===== src/rtl/nrzi_rx_pkg.sv =====
package nrzi_rx_pkg;
  localparam int unsigned NCW    = 5;
  localparam int unsigned WCW    = 6;
  localparam int unsigned NWORD  = 2 * NCW;
  localparam int unsigned WWORD  = 2 * WCW;
  localparam int unsigned CHAR_W = WWORD;
  localparam int unsigned CNT_W  = $clog2(WWORD);

  localparam logic [NWORD-1:0] SYNC_N = 10'b1100010001;
  localparam logic [WWORD-1:0] SYNC_W = 12'b000000011111;

  typedef struct packed {
    logic             ok;
    logic [WCW-2:0]   dat;
  } sym_t;

  function automatic sym_t dec_5b(input logic [NCW-1:0] c);
    sym_t s;
    s.ok  = 1'b1;
    s.dat = '0;
    case (c)
      5'b11110: s.dat = 5'h0;
      5'b01001: s.dat = 5'h1;
      5'b10100: s.dat = 5'h2;
      5'b10101: s.dat = 5'h3;
      5'b01010: s.dat = 5'h4;
      5'b01011: s.dat = 5'h5;
      5'b01110: s.dat = 5'h6;
      5'b01111: s.dat = 5'h7;
      5'b10010: s.dat = 5'h8;
      5'b10011: s.dat = 5'h9;
      5'b10110: s.dat = 5'hA;
      5'b10111: s.dat = 5'hB;
      5'b11010: s.dat = 5'hC;
      5'b11011: s.dat = 5'hD;
      5'b11100: s.dat = 5'hE;
      5'b11101: s.dat = 5'hF;
      default:  s.ok  = 1'b0;
    endcase
    return s;
  endfunction
endpackage


===== src/rtl/nrzi_rx_line.sv =====
module nrzi_rx_line (
  input  logic clk_i,
  input  logic rst_ni,
  input  logic bit_valid_i,
  input  logic line_i,
  output logic nrz_o
);
  logic prev_q;

  always_ff @(posedge clk_i or negedge rst_ni) begin
    if (!rst_ni)          prev_q <= 1'b0;
    else if (bit_valid_i) prev_q <= line_i;
  end

  assign nrz_o = line_i ^ prev_q;


  lvl_hold_chk: assert property (@(posedge clk_i) disable iff (!rst_ni)
    !bit_valid_i |=> $stable(prev_q));
endmodule


===== src/rtl/nrzi_rx_framer.sv =====
module nrzi_rx_framer
  import nrzi_rx_pkg::*;
#(
  parameter int unsigned WIN_W = WWORD
) (
  input  logic             clk_i,
  input  logic             rst_ni,
  input  logic             bit_valid_i,
  input  logic             nrz_i,
  input  logic             wide_i,
  output logic [WIN_W-1:0] word_o,
  output logic             word_vld_o,
  output logic             sync_o,
  output logic             locked_o
);
  localparam logic [CNT_W-1:0] LAST_N = CNT_W'(NWORD - 1);
  localparam logic [CNT_W-1:0] LAST_W = CNT_W'(WWORD - 1);

  logic [WIN_W-1:0] sr_q, win_nx, word_q;
  logic [CNT_W-1:0] cnt_q;
  logic             locked_q, sync_q, vld_q;
  logic             hit, last;

  assign win_nx = {sr_q[WIN_W-2:0], nrz_i};
  assign hit    = wide_i ? (win_nx[WWORD-1:0] == SYNC_W) : (win_nx[NWORD-1:0] == SYNC_N);
  assign last   = cnt_q == (wide_i ? LAST_W : LAST_N);

  always_ff @(posedge clk_i or negedge rst_ni) begin
    if (!rst_ni) begin
      sr_q     <= '0;
      word_q   <= '0;
      cnt_q    <= '0;
      locked_q <= 1'b0;
      sync_q   <= 1'b0;
      vld_q    <= 1'b0;
    end else begin
      sync_q <= 1'b0;
      vld_q  <= 1'b0;
      if (bit_valid_i) begin
        sr_q <= win_nx;
        if (hit) begin
          // sync wins over a boundary falling on the same bit
          cnt_q    <= '0;
          locked_q <= 1'b1;
          sync_q   <= 1'b1;
        end else if (last) begin
          cnt_q  <= '0;
          vld_q  <= locked_q;
          word_q <= win_nx;
        end else begin
          cnt_q <= cnt_q + 1'b1;
        end
      end
    end
  end

  assign word_o     = word_q;
  assign word_vld_o = vld_q;
  assign sync_o     = sync_q;
  assign locked_o   = locked_q;


  cnt_in_range_chk: assert property (@(posedge clk_i) disable iff (!rst_ni)
    cnt_q < CNT_W'(WWORD));

  no_word_unlocked_chk: assert property (@(posedge clk_i) disable iff (!rst_ni)
    vld_q |-> locked_q);

  sync_word_excl_chk: assert property (@(posedge clk_i) disable iff (!rst_ni)
    !(sync_q && vld_q));

  word_needs_bit_chk: assert property (@(posedge clk_i) disable iff (!rst_ni)
    vld_q |-> $past(bit_valid_i));
endmodule


===== src/rtl/nrzi_rx_halfdec.sv =====
module nrzi_rx_halfdec
  import nrzi_rx_pkg::*;
(
  input  logic [WCW-1:0] code_i,
  input  logic           wide_i,
  output sym_t           sym_o
);
  sym_t narrow_s;

  assign narrow_s = dec_5b(code_i[NCW-1:0]);

  always_comb begin
    if (wide_i) begin
      sym_o.ok  = code_i[WCW-1];
      sym_o.dat = code_i[WCW-1] ? code_i[WCW-2:0] : '0;
    end else begin
      sym_o = narrow_s;
    end
  end
endmodule


===== src/rtl/nrzi_rx_align.sv =====
module nrzi_rx_align
  import nrzi_rx_pkg::*;
(
  input  logic              clk_i,
  input  logic              rst_ni,
  input  logic              bit_valid_i,
  input  logic              line_i,
  input  logic              wide_i,
  input  logic              bypass_i,
  output logic              locked_o,
  output logic              sync_o,
  output logic              char_valid_o,
  output logic [CHAR_W-1:0] char_o,
  output logic [1:0]        viol_o
);
  logic             nrz;
  logic [WWORD-1:0] word;
  logic             word_vld;
  sym_t             sym [2];

  nrzi_rx_line u_line (
    .clk_i       (clk_i),
    .rst_ni      (rst_ni),
    .bit_valid_i (bit_valid_i),
    .line_i      (line_i),
    .nrz_o       (nrz)
  );

  nrzi_rx_framer #(.WIN_W(WWORD)) u_framer (
    .clk_i       (clk_i),
    .rst_ni      (rst_ni),
    .bit_valid_i (bit_valid_i),
    .nrz_i       (nrz),
    .wide_i      (wide_i),
    .word_o      (word),
    .word_vld_o  (word_vld),
    .sync_o      (sync_o),
    .locked_o    (locked_o)
  );

  // g=1 is the first-received code
  for (genvar g = 0; g < 2; g++) begin : g_half
    logic [WCW-1:0] code;
    assign code = wide_i ? word[g*WCW +: WCW] : {1'b0, word[g*NCW +: NCW]};
    nrzi_rx_halfdec u_dec (
      .code_i (code),
      .wide_i (wide_i),
      .sym_o  (sym[g])
    );
  end

  always_comb begin
    if (bypass_i) begin
      char_o = wide_i ? word : {2'b00, word[NWORD-1:0]};
      viol_o = 2'b00;
    end else begin
      char_o = wide_i ? {2'b00, sym[1].dat, sym[0].dat}
                      : {4'b0000, sym[1].dat[3:0], sym[0].dat[3:0]};
      viol_o = {~sym[1].ok, ~sym[0].ok};
    end
  end

  assign char_valid_o = word_vld;


  char_pulse_chk: assert property (@(posedge clk_i) disable iff (!rst_ni)
    char_valid_o |=> !char_valid_o);

  lock_after_sync_chk: assert property (@(posedge clk_i) disable iff (!rst_ni)
    sync_o |-> locked_o);

  sync_pulse_chk: assert property (@(posedge clk_i) disable iff (!rst_ni)
    sync_o |=> !sync_o);
endmodule


===== config.mk =====
export PLATFORM = sky130hd
export DESIGN_NAME = nrzi_rx_align
export DESIGN_NICKNAME = d
export VERILOG_FILES = /design/src/rtl/nrzi_rx_pkg.sv /design/src/rtl/nrzi_rx_line.sv /design/src/rtl/nrzi_rx_framer.sv /design/src/rtl/nrzi_rx_halfdec.sv /design/src/rtl/nrzi_rx_align.sv
export SDC_FILE = /design/constraint.sdc
export NUM_CORES = 1
export LEC_CHECK = 0
export BUFFER_PORTS_ARGS = -buffer_cell sky130_fd_sc_hd__clkbuf_2
export CORE_MARGIN = 4
export CORE_UTILIZATION = 57
export CTS_BUF_LIST = sky130_fd_sc_hd__clkbuf_16
export DETAILED_ROUTE_END_ITERATION = 7
export PLACE_DENSITY = 0.87
export SLEW_MARGIN = 20
export SYNTH_ARGS = -nofsm -noshare
export SYNTH_HDL_FRONTEND = slang
export SYNTH_SLANG_ARGS = --single-unit

===== constraint.sdc =====
create_clock -name clk_i -period 2.4 [get_ports clk_i]
set_input_delay 0.12 -clock clk_i [delete_from_list [all_inputs] [get_ports clk_i]]
set_output_delay 0.12 -clock clk_i [all_outputs]
set_load 0.01 [all_outputs]

* Word level (Yosys, flattened, before mapping) *
Index checks and enable logic that the tools add are counted.

word-level totals
  register bits after elaboration = 31
  latch bits = 0
  RAM bits = 0
  ROM bits = 0
  output and inout bits = 17
  word-level logic and storage cells = 74
  memories kept = 0

operators by class
  add/subtract/negate cells = 1
  multiply operators = 0
  divide/modulo/power cells = 0
  $lt $le $gt $ge = 0
  eq/ne operators = 35
  shift operators = 0
  multiplexer cells = 23
  bitwise gates (word level) = 4
  reductions and logical operators = 4

operator list
  operator                                                                number
  4-bit one-hot mux with 15 select lines                                  2
  5-bit equality test, second input constant                              22
  5-bit by 4-bit equality test with 1-bit output, second input constant   10
  16-bit OR reduction                                                     2
  12-bit two-way mux                                                      2
  6-bit two-way mux                                                       4
  12-bit by 5-bit equality test with 1-bit output, second input constant  1
  10-bit equality test, second input constant                             1
  10-bit two-way mux                                                      1
  5-bit two-way mux                                                       2
  1-bit two-way mux                                                       8
  4-bit two-way mux                                                       2
  4-bit by 1-bit adder with 4-bit output, second input constant           1
  4-bit equality test                                                     1
  2-bit two-way mux                                                       2
  1-bit inverter                                                          3
  3-bit AND reduction                                                     1
  2-bit AND reduction                                                     1
  1-bit XOR                                                               1

* Logic depth before layout (Yosys ltp) *
  word-level depth = 7
  mapped depth = 6

* Cells and area by module *
From an unflattened synthesis, not the netlist that was laid out.

second synthesis, totals
  cell total of the unflattened synthesis = 193
  area, all modules = 2080.7 um2

by module, submodules not included
  module           instances  cells an instance  area each (um2)  seq. area each (um2)
  nrzi_rx_framer   1          87                 1285.0           750.7
  nrzi_rx_halfdec  2          33                 234.0            0.0
  nrzi_rx_align    1          37                 279.0            0.0
  nrzi_rx_line     1          3                  48.8             25.0

* Least setup slack after synthesis *
Ideal clock, no wire load.

  kind = register to register
  start point = register u_framer.sr_q[8]
  end point = register u_framer.word_q[10] (netlist: u_framer.word_o[10])
  arrival = 1735 ps
  required time = 2275 ps
  slack = 540 ps
  cell stages (with the launch flop) = 7
  period minus slack after synthesis = 1860 ps
  cells stage by stage = dfrtp_1 -> or4_1 -> o22ai_1 -> and2_4 -> nor2_4 -> buf_12 -> mux2_4

on the way
  word-level cells in the longest chain between the ends = 4
  elaborated cells between the ends (all ways) = 5
  those cells by class = 2 x eq/ne; 1 x mux; 1 x bitwise; 1 x reduce/logical

ends and longest elaborated chain
  what                                                                                     RTL line              text
  from (decl)                                                                              nrzi_rx_framer.sv:19  logic [WIN_W-1:0] sr_q, win_nx, word_q;
  from (signal assigned)                                                                   nrzi_rx_framer.sv:40  sr_q <= win_nx;
  12-bit by 5-bit equality test with 1-bit output or 10-bit equality test (tied branches)  nrzi_rx_framer.sv:25  assign hit = wide_i ? (win_nx[WWORD-1:0] == SYNC_W) : (win_nx[NWORD-1:0] == SYNC_N);
  1-bit two-way mux (*)                                                                    nrzi_rx_framer.sv:25
  1-bit inverter (no line) (*)                                                             -
  3-bit AND reduction (no line) (*)                                                        -
  to (signal assigned)                                                                     nrzi_rx_framer.sv:49  word_q <= win_nx;
  to (decl)                                                                                nrzi_rx_framer.sv:19

Mark *: on every way between the ends. The rest lies on a longest branch, timed or not.
A chain may end at the register's enable or synchronous reset.

* Worst setup path in the final report *
  start point = register u_framer.word_q[9] (netlist: u_framer.word_o[9])
  end point = output viol_o[1]

on the way
  word-level cells in the longest chain between the ends = 7
  elaborated cells between the ends (all ways) = 22
  those cells by class = 16 x eq/ne; 4 x mux; 1 x bitwise; 1 x reduce/logical

ends and longest elaborated chain
  what                                                                                   RTL line               text
  6-bit two-way mux (*)                                                                  nrzi_rx_align.sv:44    assign code = wide_i ? word[g*WCW +: WCW] : {1'b0, word[g*NCW +: NCW]};
  5-bit equality test or 5-bit by 4-bit equality test with 1-bit output (tied branches)  nrzi_rx_pkg.sv:21      case (c)
  16-bit OR reduction (no line) (*)                                                      -
  1-bit two-way mux (*)                                                                  nrzi_rx_pkg.sv:21
  6-bit two-way mux (*)                                                                  nrzi_rx_halfdec.sv:13  if (wide_i) begin
  1-bit inverter (*)                                                                     nrzi_rx_align.sv:59    viol_o = {~sym[1].ok, ~sym[0].ok};
  2-bit two-way mux (*)                                                                  nrzi_rx_align.sv:53    if (bypass_i) begin
  to (decl)                                                                              nrzi_rx_align.sv:14    output logic [1:0] viol_o

Marked as above.

==> metrics.cfg <==
[worst_setup_path]
reg2reg_from=u_framer.sr_q[8]
cp_max_fo=11
crit_chain=or4b_2 -> a21oi_1 -> o32a_1 -> o32ai_1 -> clkbuf_2
r2r_slack_ns=0.49
slowest_delay_ns=0.63
worst_setup_path_start_kind=register
cp.arrival_ns=2.04
crit_slowest_cell=or4b_2
cpLargestDelayFamily=simple AND/OR/NAND/NOR gates
criticalPathCategory=register to output port
r2r_cells=5
path_buf_inv=1
required_ns=2.28
worst-path-stages=5
endpoint_kind=output port
r2r_end=u_framer.word_o[5]

[synth]
yosys_warnings=0
synth_area_leaders=dfrtp_1 42%, mux2_2 8.6%, mux2_4 6.5%, xnor2_1 2.9%, nand3_1 2.7%
synth-edff-count=0
synth_ff_type=dfrtp_1
synth_top_area_cell=dfrtp_1
synth_cell_types=46
netlist_instances=180
synthSimpleGateAreaFrac=0.164
synthArstFlopShare=1.00
yosysSeqAreaShare=0.423
synthAdderAreaFrac=0.00682
synth_top_family_by_area=simple AND/OR/NAND/NOR gates
synthMuxAreaShare=0.162
synth-compound-area-share=0.151
synth_top_area_frac=0.423
synth-xor-area-share=0.0334
syn-num-nets=187
avgSynthCellArea_um2=10.2
ys_ff_latch=31
synth_area_um2=1830

[routing]
via_count=1480
drt_iter0_drc=185
top_layer_used=met4
wl_per_cell_um=16.7
wl_um=4030
route.detailed.drc=0
drtAntennaViolNets=0
via_per_inst=6.14
wl_met3_um=213
drt_pass1_iterations=5
dr_wl_met2_um=2110
wl_met1_um=1580

[timing]
fmax_ghz=0.463
setup_viol=0
maxSlewHeadroom=0.504
tns_ns=0
finalMaxSlewViolations=0
clock_skew_ns=0.00459
hold_viol_final=0
fin_crit_ns=2.16
rsz0062_at_grt=no
fin_crit_sh=0.900
tightest_slew_ns=0.744

[clock_network]
cts_tree=built
htree_levels=2
clkLatencyLatePin_ns=0.28
clock_sinks=31
cts-resized-gates=0
root_buffer=clkbuf_16
cts_buffer_depth=2
hold_buffers=1
cts_inserted_buffers=5
clk_pin_slew_ns=0.05
cts_setup_buffers=0

[power_and_ir_drop]
power_frac_clock=0.250
powerDensity_nw_per_um2=1320
leakage_nw=0.934
switching_power_mw=1.03
seqPwrFrac=0.396
p_int_mw=1.74
ir_drop_mv=0.695
combPwrFrac=0.354
swShare=0.371

[global_route]
grt_usage=0.221
grt_pass1_vias=1484
antenna_found_initial=0
grt_pass1_wl_um=7120
grt.overflow.total=0
grt_max_degree=32

[finish]
seqCellArea_um2=776
layout_commonest_cell=dfrtp_1
multiInputGateArea_um2=948
area_growth_syn_to_layout_pct=14.7
finish.utilization=0.684
diodes=0
nFillCells=224
final_cell_mix=31 x dfrtp_1, 22 x clkbuf_2, 14 x mux2_2
nNetsFinal=203
drive_gt1_frac=0.294

[flow_run]
cap_violations=0

[placement]
io_buffers=22
gp_congestion=0.867
dp_hpwl_um=2640

[floorplan]
core_um2=3080
design.die.area_um2=4190
fp.dieH_um=64.7
die_x_um=64.7
rows=20
io_pins=23
initial_core_util=0.596

[hold_path]
min_path_type=input port to register
holdPathStages=2
min_from=line_i
hold_end=u_line.prev_q

[outcome]
outcome=finished clean

how the worst max path moves through the flow:
stage,to,start
finish,viol_o[1],u_framer.word_o[9]
floorplan,u_framer.word_o[10],u_framer.sr_q[8]
global placement,u_framer.word_o[8],u_framer.sr_q[8]
CTS,viol_o[1],u_framer.word_o[9]
detailed placement,u_framer.word_o[3],u_line.prev_q
global route,viol_o[1],u_framer.word_o[9]
cell type report:
type	count	area share
multi-input combinational	125	0.451
clock buffer	5	0.0595
clock inverter	3	0.0184
sequential	31	0.369
timing repair buffer	24	0.0606
inverter	9	0.0161
tap	44	0.0262
synthesized netlist by cell type (all sizes together) (2+ instances only):
| library cell | count |
|---|---|
| a21o | 2 |
| a21oi | 8 |
| a311oi | 2 |
| a32o | 3 |
| and2 | 3 |
| and3 | 5 |
| buf | 3 |
| clkbuf | 12 |
| dfrtp | 31 |
| inv | 9 |
| mux2 | 22 |
| mux2i | 2 |
| nand2 | 13 |
| nand2b | 3 |
| nand3 | 10 |
| nor2 | 5 |
| nor2b | 3 |
| o211ai | 3 |
| o21ai | 8 |
| o22ai | 3 |
| o311ai | 2 |
| or2 | 2 |
| or4 | 2 |
| or4b | 2 |
| xnor2 | 6 |
power by group through the flow:
stage	Sequential, mW	Combinational [mW]	Clock [mW]
final	1.10	0.980	0.693
after floorplan	0.864	0.920	0
after CTS	1.09	0.982	0.707
after detailed placement	1.09	0.955	0
after global placement	1.06	0.897	0
after global routing	1.15	1.08	0.740
cell families after synthesis:
logic type	Yosys count
flops	31
xor+xnor	7
compound gates	40
mux	24
fa+ha+maj	1
buf+inv	24
simple gates	53
through the flow:
stage               power (mW)  cells  setup WS, ns  hold WS, ns  area (um^2)
floorplan                 1.78    180         0.540       -0.176         1830
global placement          1.96    232         0.573        0.196         1930
detailed placement        2.05    232         0.530        0.208         1930
CTS                       2.78    241         0.245        0.106         2100
global route              2.97    241         0.167        0.128         2100
finish                    2.77    241         0.239        0.109         2100
registers in the layout (all words and copies together) (netlist names):
signal,cells
u_framer.cnt_q,4
u_framer.word_o,12
u_framer.word_vld_o,1
u_framer.locked_o,1
u_framer.sync_o,1
u_line.prev_q,1
u_framer.sr_q,11
routing by layer:
layer | GRT usage | vias up
met2 | 0.386 | 62
met4 | 0.116 | 0
met1 | 0.246 | 711
met5 | 0 | -
li1 | - | 690
met3 | 0.0572 | 17
Power figures use the tool's default switching activity.
